`src/rtl/qsPkg.sv`:
```
package qsPkg;
  localparam int QS_MIN_W    = 16;
  localparam int POS_FAULT   = 15;
  localparam int POS_DUAL    = 14;
  localparam int POS_PAGE    = 13;
  localparam int POS_LOCKJAB = 12;
  localparam int POS_LINK    = 11;
  localparam int POS_PAUSE   = 10;
  localparam int POS_SPEED   = 9;
  localparam int POS_DUPLEX  = 8;
  localparam int POS_CFG     = 7;
  localparam int POS_MASK    = 6;
  localparam int STICKY_N    = 3;

  // plain sticky flags: index 0 fault, 1 page, 2 lock/jabber
  function automatic int stickyPos(input int idx);
    case (idx)
      0:       return POS_FAULT;
      1:       return POS_PAGE;
      default: return POS_LOCKJAB;
    endcase
  endfunction

  typedef struct packed {
    logic capture;   // take a snapshot this cycle
    logic clear;     // apply clear-on-read of last snapshot
    logic cfgLoad;   // control bits are being written
  } qsStb_t;
endpackage

```
`src/rtl/qsCtrl.sv`:
```
module qsCtrl
  import qsPkg::*;
#(
  parameter int REG_W = 16
) (
  input  logic             clk,
  input  logic             rstN,
  input  logic             rdStb,
  input  logic             wrStb,
  input  logic [REG_W-1:0] wrData,
  output qsStb_t           stb,
  output logic             cfgQ,
  output logic             maskQ
);
  logic clearQ;
  logic unusedWrBits;

  assign unusedWrBits = ^{wrData[REG_W-1:POS_CFG+1], wrData[POS_MASK-1:0]};

  always_ff @(posedge clk or negedge rstN) begin
    if (!rstN) begin
      clearQ <= 1'b0;
      cfgQ   <= 1'b0;
      maskQ  <= 1'b0;
    end else begin
      clearQ <= rdStb;
      if (wrStb) begin
        cfgQ  <= wrData[POS_CFG];
        maskQ <= wrData[POS_MASK];
      end
    end
  end

  always_comb begin
    stb.capture = rdStb;
    stb.clear   = clearQ;
    stb.cfgLoad = wrStb;
  end

  // without a write the control bits keep their value
  p_ctl_hold_r10: assert property (@(posedge clk) disable iff (!rstN)
    !wrStb |=> ($stable(cfgQ) && $stable(maskQ)));

  // a clear phase only ever follows a read
  p_clear_after_read_r11: assert property (@(posedge clk) disable iff (!rstN)
    !rdStb |=> !stb.clear);
endmodule

```
`src/rtl/qsDatapath.sv`:
```
module qsDatapath
  import qsPkg::*;
#(
  parameter int REG_W = 16
) (
  input  logic             clk,
  input  logic             rstN,
  input  qsStb_t           stb,
  input  logic             cfgQ,
  input  logic             maskQ,
  input  logic             faultStb,
  input  logic             rxErrStb,
  input  logic             pageRxStb,
  input  logic             lockLossStb,
  input  logic             jabberStb,
  input  logic             linkRaw,
  input  logic             partnerPause,
  input  logic             speed100,
  input  logic             fullDuplex,
  output logic [REG_W-1:0] rdData,
  output logic             irq
);
  logic [STICKY_N-1:0] stickyQ, stickyVis, stickyEvt;
  logic rxErrQ, chgQ, fellQ, linkOkQ, linkPrevQ;
  logic rxVis, chgVis, fellVis, linkVis, reload, snapCfg, unusedCfgLoad;
  logic [REG_W-1:0] word, snapQ;

  assign unusedCfgLoad = stb.cfgLoad;
  assign snapCfg = snapQ[POS_CFG];
  assign reload  = stb.clear & ~snapQ[POS_LINK];

  assign stickyEvt[0] = faultStb;
  assign stickyEvt[1] = pageRxStb;
  assign stickyEvt[2] = speed100 ? lockLossStb : jabberStb;

  for (genvar g = 0; g < STICKY_N; g++) begin : gSticky
    localparam int P = stickyPos(g);
    assign stickyVis[g] = stickyQ[g] & ~(stb.clear & snapQ[P]);
  end

  always_comb begin
    if (stb.clear) begin
      rxVis  = snapCfg ? 1'b0 : (rxErrQ & ~snapQ[POS_DUAL]);
      chgVis = snapCfg ? (chgQ & ~snapQ[POS_DUAL]) : 1'b0;
    end else begin
      rxVis  = rxErrQ;
      chgVis = chgQ;
    end
    linkVis = reload ? linkRaw : linkOkQ;
    fellVis = reload ? 1'b0 : fellQ;
  end

  always_comb begin
    word = '0;
    for (int i = 0; i < STICKY_N; i++) word[stickyPos(i)] = stickyVis[i];
    word[POS_DUAL]   = cfgQ ? chgVis : rxVis;
    word[POS_LINK]   = linkVis;
    word[POS_PAUSE]  = partnerPause;
    word[POS_SPEED]  = speed100;
    word[POS_DUPLEX] = fullDuplex;
    word[POS_CFG]    = cfgQ;
    word[POS_MASK]   = maskQ;
  end

  always_ff @(posedge clk or negedge rstN) begin
    if (!rstN) begin
      stickyQ   <= '0;
      rxErrQ    <= 1'b0;
      chgQ      <= 1'b0;
      fellQ     <= 1'b0;
      linkOkQ   <= 1'b0;
      linkPrevQ <= 1'b0;
      snapQ     <= '0;
    end else begin
      stickyQ   <= stickyVis | stickyEvt;
      rxErrQ    <= rxVis | rxErrStb;
      chgQ      <= chgVis | (linkPrevQ ^ linkRaw);
      fellQ     <= fellVis | (linkPrevQ & ~linkRaw);
      linkOkQ   <= linkVis & linkRaw;
      linkPrevQ <= linkRaw;
      if (stb.capture) snapQ <= word;
    end
  end

  assign rdData = snapQ;
  assign irq = ~maskQ & (cfgQ ? chgQ : (|stickyQ | rxErrQ | fellQ));

  // a fault strobe is always visible as pending in the next cycle
  p_fault_sticks_r4: assert property (@(posedge clk) disable iff (!rstN)
    faultStb |=> stickyQ[0]);

  // a low link level forces the latched link bit low
  p_latch_low_r5: assert property (@(posedge clk) disable iff (!rstN)
    !linkRaw |=> !linkOkQ);

  // the mask silences the pin
  p_mask_quiet_r9: assert property (@(posedge clk) disable iff (!rstN)
    maskQ |-> !irq);

  // in link-change mode the pin is only driven by the change flag
  p_cfg_only_change_r8: assert property (@(posedge clk) disable iff (!rstN)
    (cfgQ && irq) |-> chgQ);

  // the read word holds between reads
  p_snap_hold_r11: assert property (@(posedge clk) disable iff (!rstN)
    !stb.capture |=> $stable(rdData));
endmodule

```
`src/rtl/qsStatusReg.sv`:
```
module qsStatusReg
  import qsPkg::*;
#(
  parameter int REG_W = 16
) (
  input  logic             clk,
  input  logic             rstN,
  input  logic             faultStb,
  input  logic             rxErrStb,
  input  logic             pageRxStb,
  input  logic             lockLossStb,
  input  logic             jabberStb,
  input  logic             linkRaw,
  input  logic             partnerPause,
  input  logic             speed100,
  input  logic             fullDuplex,
  input  logic             rdStb,
  input  logic             wrStb,
  input  logic [REG_W-1:0] wrData,
  output logic [REG_W-1:0] rdData,
  output logic             irq
);
  qsStb_t stb;
  logic   cfgQ, maskQ;

  qsCtrl #(.REG_W(REG_W)) uCtrl (
    .clk    (clk),
    .rstN   (rstN),
    .rdStb  (rdStb),
    .wrStb  (wrStb),
    .wrData (wrData),
    .stb    (stb),
    .cfgQ   (cfgQ),
    .maskQ  (maskQ)
  );

  qsDatapath #(.REG_W(REG_W)) uDp (
    .clk          (clk),
    .rstN         (rstN),
    .stb          (stb),
    .cfgQ         (cfgQ),
    .maskQ        (maskQ),
    .faultStb     (faultStb),
    .rxErrStb     (rxErrStb),
    .pageRxStb    (pageRxStb),
    .lockLossStb  (lockLossStb),
    .jabberStb    (jabberStb),
    .linkRaw      (linkRaw),
    .partnerPause (partnerPause),
    .speed100     (speed100),
    .fullDuplex   (fullDuplex),
    .rdData       (rdData),
    .irq          (irq)
  );
endmodule

```
`config.mk`:
```
export PLATFORM = sky130hd
export DESIGN_NAME = qsStatusReg
export DESIGN_NICKNAME = d
export VERILOG_FILES = /design/src/rtl/qsPkg.sv /design/src/rtl/qsCtrl.sv /design/src/rtl/qsDatapath.sv /design/src/rtl/qsStatusReg.sv
export SDC_FILE = /design/constraint.sdc
export NUM_CORES = 1
export LEC_CHECK = 0
export BUFFER_PORTS_ARGS = -buffer_cell sky130_fd_sc_hd__buf_2
export CAP_MARGIN = 20
export CORE_MARGIN = 5
export CORE_UTILIZATION = 29
export CTS_BUF_LIST = sky130_fd_sc_hd__clkbuf_8
export CTS_CLUSTER_SIZE = 40
export DETAILED_ROUTE_END_ITERATION = 10
export GPL_TIMING_DRIVEN = 0
export PLACE_DENSITY = 0.55
export SYNTH_ARGS = -nofsm -noshare
export SYNTH_HDL_FRONTEND = slang
export SYNTH_SLANG_ARGS = --single-unit
```
`constraint.sdc`:
```
create_clock -name clk -period 1.4 [get_ports clk]
set_clock_uncertainty 0.05 [all_clocks]
set_input_delay 0.28 -clock clk [delete_from_list [all_inputs] [get_ports clk]]
set_output_delay 0.28 -clock clk [all_outputs]
set_load 0.02 [all_outputs]
```
==> results of run 1 <==
-- power by group --
group          internal (W)  switching [W]  total [W]  leakage, nW
logic              0.000179       0.000209   0.000388        0.315
clock network      0.000195       0.000192   0.000387       0.0269
registers          0.000705      0.0000835   0.000788        0.238
-- layout make-up --
cell class | count | area share, %
plain buffers | 8 | 4.64
repair buffers | 27 | 12.2
well taps | 44 | 4.64
multi-input cells | 45 | 28.4
inverters | 6 | 1.90
flip-flops and latches | 21 | 44.4
clock inverters | 1 | 0.316
clock buffers | 3 | 3.48
-- flip-flops by register name, indices dropped and copies added (netlist names) --
signal and count:
uCtrl.clearQ 1, uDp.rdData 10, uDp.linkOkQ 1, uDp.stickyQ 3
uDp.rxErrQ 1, uCtrl.maskQ 1, uDp.fellQ 1, uDp.linkPrevQ 1
uDp.chgQ 1, uCtrl.cfgQ 1
-- layout by cell type (no fill, tap or decap), types with 2 or more instances in the layout --
cell type,n
sky130_fd_sc_hd__a21boi_0,3
sky130_fd_sc_hd__or2_2,2
sky130_fd_sc_hd__clkbuf_8,3
sky130_fd_sc_hd__nand3_1,2
sky130_fd_sc_hd__conb_1,6
sky130_fd_sc_hd__buf_2,26
sky130_fd_sc_hd__inv_1,7
sky130_fd_sc_hd__dfrtp_1,20
sky130_fd_sc_hd__a21oi_1,4
sky130_fd_sc_hd__nor2_1,2
sky130_fd_sc_hd__buf_4,8
sky130_fd_sc_hd__mux2_2,9
sky130_fd_sc_hd__a21o_1,2
sky130_fd_sc_hd__o21ai_0,3
-- routing by layer --
metal	part of all wire, %	up-vias	global-route usage (%)	routed length [um]
li1	-	317	-	-
met1	46	309	12.2	867
met2	45	24	15.6	855
met3	7.5	4	2.72	141
met4	1.2	0	3.81	22
met5	0	-	0	0
-- worst register-to-register path, stage by stage, from the launching register on --
cell and delay [ns]:
sky130_fd_sc_hd__dfrtp_2 0.47, sky130_fd_sc_hd__or3b_1 0.37, sky130_fd_sc_hd__a31oi_1 0.17, sky130_fd_sc_hd__o22a_2 0.15
-- final timing paths --
| path | end | start | depth (start not counted) | slack [ns] |
|---|---|---|---|---|
| setup / recovery | irq | uDp.stickyQ[2] | 3 | -0.18 |
| hold / removal | uDp.linkPrevQ | linkRaw | 1 | 0.09 |
| setup reg to reg | uDp.rdData[14] | uCtrl.cfgQ | 3 | 0.13 |
| hold reg to reg | uDp.rdData[11] | uDp.linkOkQ | 1 | 0.44 |
| max in group asynchronous | uCtrl.cfgQ | rstN | 2 | 0.51 |
| min in group asynchronous | uDp.rdData[8] | rstN | 2 | 0.45 |
-- cell families after synthesis --
group / after synthesis / synth area share (%)
AOI/OAI and AO/OA: 17 / 12.8
adders and majority gates: 1 / 1.38
buffers and inverters: 14 / 8.54
DFF: 21 / 57.9
muxes: 10 / 12.3
other: 1 / 0.413
and+or+nand+nor: 11 / 6.75
-- what timing repair did --
action / in CTS / in global routing
setup buffers: 1 / 0
setup endpoints to repair: 1 / 1
endpoints found under the hold margin: 21 / 0
pin swaps: 2 / 0
resized for setup: 3 / 0
hold buffers: 1 / 0
cloned: 0 / 0
-- per-stage QoR --
step / power (W) / hold WS, ns / std cells / setup WS (ns)
after floorplan: 0.00104 / -0.0656 / 80 / 0.137
after detailed placement: 0.00118 / 0.213 / 149 / 0.0360
final: 0.00156 / 0.0869 / 155 / -0.176
after CTS: 0.00158 / 0.0858 / 155 / -0.189
after global placement: 0.00116 / 0.205 / 149 / 0.0133
after global routing: 0.00166 / 0.0876 / 155 / -0.250
==> impl_metrics.prom, run 1 <==
# TYPE chip_impl_metric gauge
chip_impl_info{name="setup_repair_after_global_routing_missed_its_margin",value="true"} 1
chip_impl_metric{name="first_pass_iters",unit=""} 2
chip_impl_metric{name="route.vias.total",unit=""} 654
chip_impl_info{name="synthDominantAreaCellType",value="sky130_fd_sc_hd__dfrtp_1"} 1
chip_impl_metric{name="grt_max_degree",unit=""} 22
chip_impl_metric{name="drt_drc_violations_left",unit=""} 0
chip_impl_metric{name="ys_seq_elements",unit=""} 21
chip_impl_metric{name="layout.area.seq",unit="um2"} 527
chip_impl_metric{name="count_of_standard_cell_rows",unit=""} 20
chip_impl_info{name="critical_path.endpoint_type",value="primary output"} 1
chip_impl_metric{name="reg_clk_slew_reported_paths",unit="ns"} 0.07
chip_impl_metric{name="areaGrowthSynthToFinish",unit="%"} 30.6
chip_impl_metric{name="die_h",unit="um"} 66.0
chip_impl_metric{name="max-cap-violations",unit=""} 0
chip_impl_metric{name="cp_data_arrival_time",unit="ns"} 1.25
chip_impl_metric{name="start_util",unit="%"} 30.0
chip_impl_metric{name="grt_util_all_layers",unit="%"} 9.71
chip_impl_info{name="critical_path.cell_chain",value="nor4_2 -> a221oi_2 -> buf_4"} 1
chip_impl_metric{name="number_of_antenna_violations_at_the_first_check_in_global_routing",unit=""} 0
chip_impl_metric{name="finalSetupViolCount",unit=""} 1
chip_impl_metric{name="peakVddDrop",unit="mV"} 0.649
chip_impl_info{name="failing_checks",value="negative setup slack"} 1
chip_impl_metric{name="synth-edff-count",unit=""} 0
chip_impl_metric{name="finalHoldViolations",unit=""} 0
chip_impl_metric{name="final_nets",unit=""} 142
chip_impl_metric{name="cp_num_buf_inv",unit=""} 1
chip_impl_metric{name="die_width",unit="um"} 66.0
chip_impl_metric{name="detail-route-antenna-nets",unit=""} 0
chip_impl_metric{name="syn-mean-instance-area",unit="um2"} 12.1
chip_impl_metric{name="final_core_util",unit="%"} 39.2
chip_impl_metric{name="synth_cell_types",unit=""} 25
chip_impl_info{name="standard_cell_with_the_maximum_stage_delay_on_the_critical_path",value="sky130_fd_sc_hd__dfrtp_1"} 1
chip_impl_metric{name="placed_inst_area",unit="mm2"} 0.00111
chip_impl_metric{name="numClockSinks",unit=""} 21
chip_impl_info{name="setup.worst_path.class",value="flip-flop to primary output"} 1
chip_impl_metric{name="drt_wl_total",unit="um"} 1890
chip_impl_metric{name="critical_path_data_required_time",unit="ns"} 1.07
chip_impl_metric{name="fin_setup_tns",unit="ns"} -0.176
chip_impl_metric{name="hpwlAfterDp",unit="um"} 1350
chip_impl_metric{name="synthDominantCellAreaShare",unit="%"} 57.9
chip_impl_metric{name="finalWeightedCongestion",unit=""} 0.720
chip_impl_metric{name="insertedDiodeCount",unit=""} 0
chip_impl_metric{name="drt-initial-drc-count",unit=""} 2
chip_impl_info{name="run_status",value="finished with violations"} 1
chip_impl_metric{name="insertion_delay",unit="ns"} 0.26
chip_impl_metric{name="final_critical_path_required_period",unit="ns"} 1.58
chip_impl_metric{name="yosys_warnings",unit=""} 0
chip_impl_metric{name="maxSlewViolCount",unit=""} 0
chip_impl_metric{name="first_global_vias",unit=""} 707
chip_impl_info{name="cts_tree",value="built"} 1
chip_impl_metric{name="critPathMaxStageDelay",unit="ns"} 0.41
chip_impl_metric{name="fp.coreArea",unit="mm2"} 0.00303
chip_impl_metric{name="clock.fmax",unit="MHz"} 635
chip_impl_info{name="path_delay_family",value="flip-flops"} 1
chip_impl_metric{name="power.density",unit="mW/mm2"} 1320
chip_impl_info{name="startpoint_type",value="flip-flop"} 1
chip_impl_metric{name="grt_pass1_wl",unit="um"} 3210
chip_impl_metric{name="final_design_area_no_fill",unit="mm2"} 0.00119
chip_impl_metric{name="leakage_power_of_the_design",unit="nW"} 0.580
chip_impl_metric{name="portBuffers",unit=""} 25
chip_impl_metric{name="multiInputGateArea",unit="um2"} 337
chip_impl_metric{name="design.die.area",unit="mm2"} 0.00435
chip_impl_metric{name="drive_above_1_share",unit="%"} 46.8
chip_impl_metric{name="fin_ws",unit="ns"} -0.176
chip_impl_metric{name="h_tree_lvls",unit=""} 1
chip_impl_metric{name="synth-async-reset-ratio",unit="%"} 100
chip_impl_metric{name="critical_path_peak_fanout",unit=""} 2
chip_impl_metric{name="seq_area_frac_synth",unit="%"} 57.9
chip_impl_info{name="ys_dominant_reg_cell",value="sky130_fd_sc_hd__dfrtp_1"} 1
chip_impl_metric{name="tritoncts.num_buffers",unit=""} 3
chip_impl_info{name="hold_class",value="input pin to flip-flop"} 1
chip_impl_info{name="netlist_top_cells_area",value="sky130_fd_sc_hd__dfrtp_1 58%, sky130_fd_sc_hd__mux2_2 11%, sky130_fd_sc_hd__buf_4 5.0%"} 1
chip_impl_info{name="netlist_top_cells_count",value="21 x sky130_fd_sc_hd__dfrtp_1, 9 x sky130_fd_sc_hd__mux2_2, 6 x sky130_fd_sc_hd__buf_4, 6 x sky130_fd_sc_hd__inv_1, 4 x sky130_fd_sc_hd__a21oi_1"} 1
chip_impl_metric{name="globalRoute.totalOverflow",unit=""} 0
chip_impl_metric{name="routed_wire_length_per_instance",unit="um"} 12.2
chip_impl_metric{name="maximum_count_of_clock_buffers_along_a_single_path",unit=""} 2
chip_impl_info{name="cts_root_buffer",value="sky130_fd_sc_hd__clkbuf_8"} 1
chip_impl_metric{name="routed_via_density",unit=""} 4.22
chip_impl_metric{name="final.period_utilization",unit="%"} 113
chip_impl_info{name="synth.most_common_cell",value="sky130_fd_sc_hd__dfrtp_1"} 1
chip_impl_metric{name="fillerInstances",unit=""} 303
chip_impl_metric{name="synth_area",unit="um2"} 908
chip_impl_metric{name="netlist_instances",unit=""} 75
chip_impl_metric{name="ios",unit=""} 46
No activity file was read; power rests on OpenSTA's default activity.
==> run 2: changes to the inputs <==
- MAX_ROUTING_LAYER: default -> met4
==> run 2 against run 1 <==
Compared with the run above: the flow still finishes with violations (negative setup slack); maximum frequency rose by 0.17%; power hardly changed; non-clock buffer count did not move; wire length is the same; flip-flop and latch count did not move; combinational power about the same; register-to-register slack is essentially flat; largest power group unchanged.
==> impl_metrics.prom, run 2 (synthesis results as in run 1) <==
# TYPE chip_impl_metric gauge
chip_impl_metric{name="h_tree_lvls",unit=""} 1
chip_impl_metric{name="grt_pass1_wl",unit="um"} 3210
chip_impl_info{name="startpoint_type",value="flip-flop"} 1
chip_impl_metric{name="critical_path_data_required_time",unit="ns"} 1.07
chip_impl_metric{name="count_of_standard_cell_rows",unit=""} 20
chip_impl_metric{name="globalRoute.totalOverflow",unit=""} 0
chip_impl_info{name="critical_path.cell_chain",value="nor4_2 -> a221oi_2 -> buf_4"} 1
chip_impl_metric{name="routed_via_density",unit=""} 4.23
chip_impl_metric{name="die_h",unit="um"} 66.0
chip_impl_metric{name="cp_num_buf_inv",unit=""} 1
chip_impl_metric{name="ios",unit=""} 46
chip_impl_metric{name="drive_above_1_share",unit="%"} 46.8
chip_impl_metric{name="clock.fmax",unit="MHz"} 636
chip_impl_metric{name="first_pass_iters",unit=""} 2
chip_impl_info{name="run_status",value="finished with violations"} 1
chip_impl_info{name="mostFrequentLayoutCell",value="sky130_fd_sc_hd__buf_2"} 1
chip_impl_metric{name="grt_max_degree",unit=""} 22
chip_impl_metric{name="drt_wl_total",unit="um"} 1890
chip_impl_info{name="cts_tree",value="built"} 1
chip_impl_metric{name="insertion_delay",unit="ns"} 0.26
chip_impl_metric{name="insertedDiodeCount",unit=""} 0
chip_impl_metric{name="dp_cells",unit=""} 149
chip_impl_metric{name="start_util",unit="%"} 30.0
chip_impl_metric{name="fp.coreArea",unit="mm2"} 0.00303
chip_impl_metric{name="power.density",unit="mW/mm2"} 1320
chip_impl_metric{name="drt_drc_violations_left",unit=""} 0
chip_impl_metric{name="number_of_antenna_violations_at_the_first_check_in_global_routing",unit=""} 0
chip_impl_metric{name="tritoncts.num_buffers",unit=""} 3
chip_impl_metric{name="finalWeightedCongestion",unit=""} 0.728
chip_impl_metric{name="finalSetupViolCount",unit=""} 1
chip_impl_metric{name="largest_register_ff_count",unit=""} 10
chip_impl_metric{name="fin_setup_tns",unit="ns"} -0.173
chip_impl_metric{name="critPathMaxStageDelay",unit="ns"} 0.41
chip_impl_metric{name="route.vias.total",unit=""} 655
chip_impl_metric{name="die_width",unit="um"} 66.0
chip_impl_metric{name="first_global_vias",unit=""} 707
chip_impl_metric{name="fin_ws",unit="ns"} -0.173
chip_impl_info{name="commonest_cells_after_routing_fill_and_taps_aside",value="26 x sky130_fd_sc_hd__buf_2, 20 x sky130_fd_sc_hd__dfrtp_1, 9 x sky130_fd_sc_hd__mux2_2, 8 x sky130_fd_sc_hd__buf_4, 7 x sky130_fd_sc_hd__inv_1"} 1
chip_impl_metric{name="reg_clk_slew_reported_paths",unit="ns"} 0.07
chip_impl_metric{name="drt-initial-drc-count",unit=""} 2
chip_impl_info{name="failing_checks",value="negative setup slack"} 1
chip_impl_metric{name="cp_data_arrival_time",unit="ns"} 1.24
chip_impl_info{name="path_delay_family",value="flip-flops"} 1
chip_impl_metric{name="final_core_util",unit="%"} 39.2
chip_impl_metric{name="final.period_utilization",unit="%"} 112
chip_impl_metric{name="areaGrowthSynthToFinish",unit="%"} 30.6
chip_impl_info{name="hold_class",value="input pin to flip-flop"} 1
chip_impl_metric{name="finalHoldViolations",unit=""} 0
chip_impl_metric{name="routed_wire_length_per_instance",unit="um"} 12.2
chip_impl_metric{name="peakVddDrop",unit="mV"} 0.649
chip_impl_info{name="critical_path.endpoint_type",value="primary output"} 1
chip_impl_metric{name="portBuffers",unit=""} 25
chip_impl_metric{name="final_nets",unit=""} 142
chip_impl_info{name="cts_root_buffer",value="sky130_fd_sc_hd__clkbuf_8"} 1
chip_impl_metric{name="fillerInstances",unit=""} 303
chip_impl_metric{name="detail-route-antenna-nets",unit=""} 0
chip_impl_metric{name="critical_path_peak_fanout",unit=""} 2
chip_impl_info{name="setup_repair_after_global_routing_missed_its_margin",value="true"} 1
chip_impl_metric{name="hpwlAfterDp",unit="um"} 1350
chip_impl_metric{name="grt_util_all_layers",unit="%"} 9.96
chip_impl_metric{name="leakage_power_of_the_design",unit="nW"} 0.580
chip_impl_metric{name="numClockSinks",unit=""} 21
chip_impl_metric{name="maximum_count_of_clock_buffers_along_a_single_path",unit=""} 2
chip_impl_info{name="setup.worst_path.class",value="flip-flop to primary output"} 1
chip_impl_metric{name="final_cell_count_no_fill",unit=""} 155
chip_impl_info{name="standard_cell_with_the_maximum_stage_delay_on_the_critical_path",value="sky130_fd_sc_hd__dfrtp_1"} 1
chip_impl_metric{name="max-cap-violations",unit=""} 0
chip_impl_metric{name="final_critical_path_required_period",unit="ns"} 1.57
chip_impl_metric{name="design.die.area",unit="mm2"} 0.00435
chip_impl_metric{name="maxSlewViolCount",unit=""} 0
[run 2: cell counts in the layout (fill, tap and decap cells not counted)]
Identical to the previous run, type by type.
[run 2: through the flow]
stage          instance area [um2]  power [W]  hold WS, ns  setup WS [ns]
5_1_grt                       1190    0.00166       0.0876         -0.250
2_1_floorplan                  933    0.00104      -0.0656          0.137
6_report                      1190    0.00156       0.0868         -0.173
3_5_place_dp                  1110    0.00118        0.213         0.0360
4_1_cts                       1190    0.00158       0.0858         -0.189
3_3_place_gp                  1110    0.00116        0.205         0.0133
[run 2: final timing paths]
kind	startpoint	endpoint	depth (start not counted)	slack, ns
worst max-delay path	uDp.stickyQ[2]	irq	3	-0.17
worst min-delay path	linkRaw	uDp.linkPrevQ	1	0.09
worst max register to register	uCtrl.cfgQ	uDp.rdData[14]	3	0.14
worst min register to register	uDp.linkOkQ	uDp.rdData[11]	1	0.44
max in group asynchronous	rstN	uCtrl.cfgQ	2	0.51
min in group asynchronous	rstN	uDp.rdData[8]	2	0.45
[run 2: repair_timing]
item                                    CTS  global route
endpoints found under the hold margin    21             0
hold buffers                              1             0
setup buffers                             1             0
endpoints found under the setup margin    1             1
pin swaps                                 2             0
gates resized for setup                   3             0
[run 2: worst register-to-register path, delay by kind of cell, from the launching register on]
kind,cells,cell delay [ns]
AOI/OAI and AO/OA,2,0.32
and+or+nand+nor,1,0.37
DFF,1,0.47
[run 2: power breakdown]
group / switching, W / internal, W
Sequential: 0.0000837 / 0.000705
Clock: 0.000192 / 0.000195
Combinational: 0.000209 / 0.000179
[run 2: cell type report]
cell class,instances,area [um2],area share [%]
tap,44,55.1,4.64
buffer,8,55.1,4.64
sequential,21,527,44.4
clock inverter,1,3.75,0.316
multi-input combinational,45,337,28.4
clock buffer,3,41.3,3.48
inverter,6,22.5,1.90
timing repair buffer,27,145,12.2
[run 2: layer usage]
metal / vias to the layer above / routed length (um) / track usage (%)
met2: 24 / 855 / 15.6
li1: 317 / - / -
met4: 0 / 20 / 3.81
met1: 310 / 870 / 12.2
met3: 4 / 141 / 2.72
met5: - / 0 / -
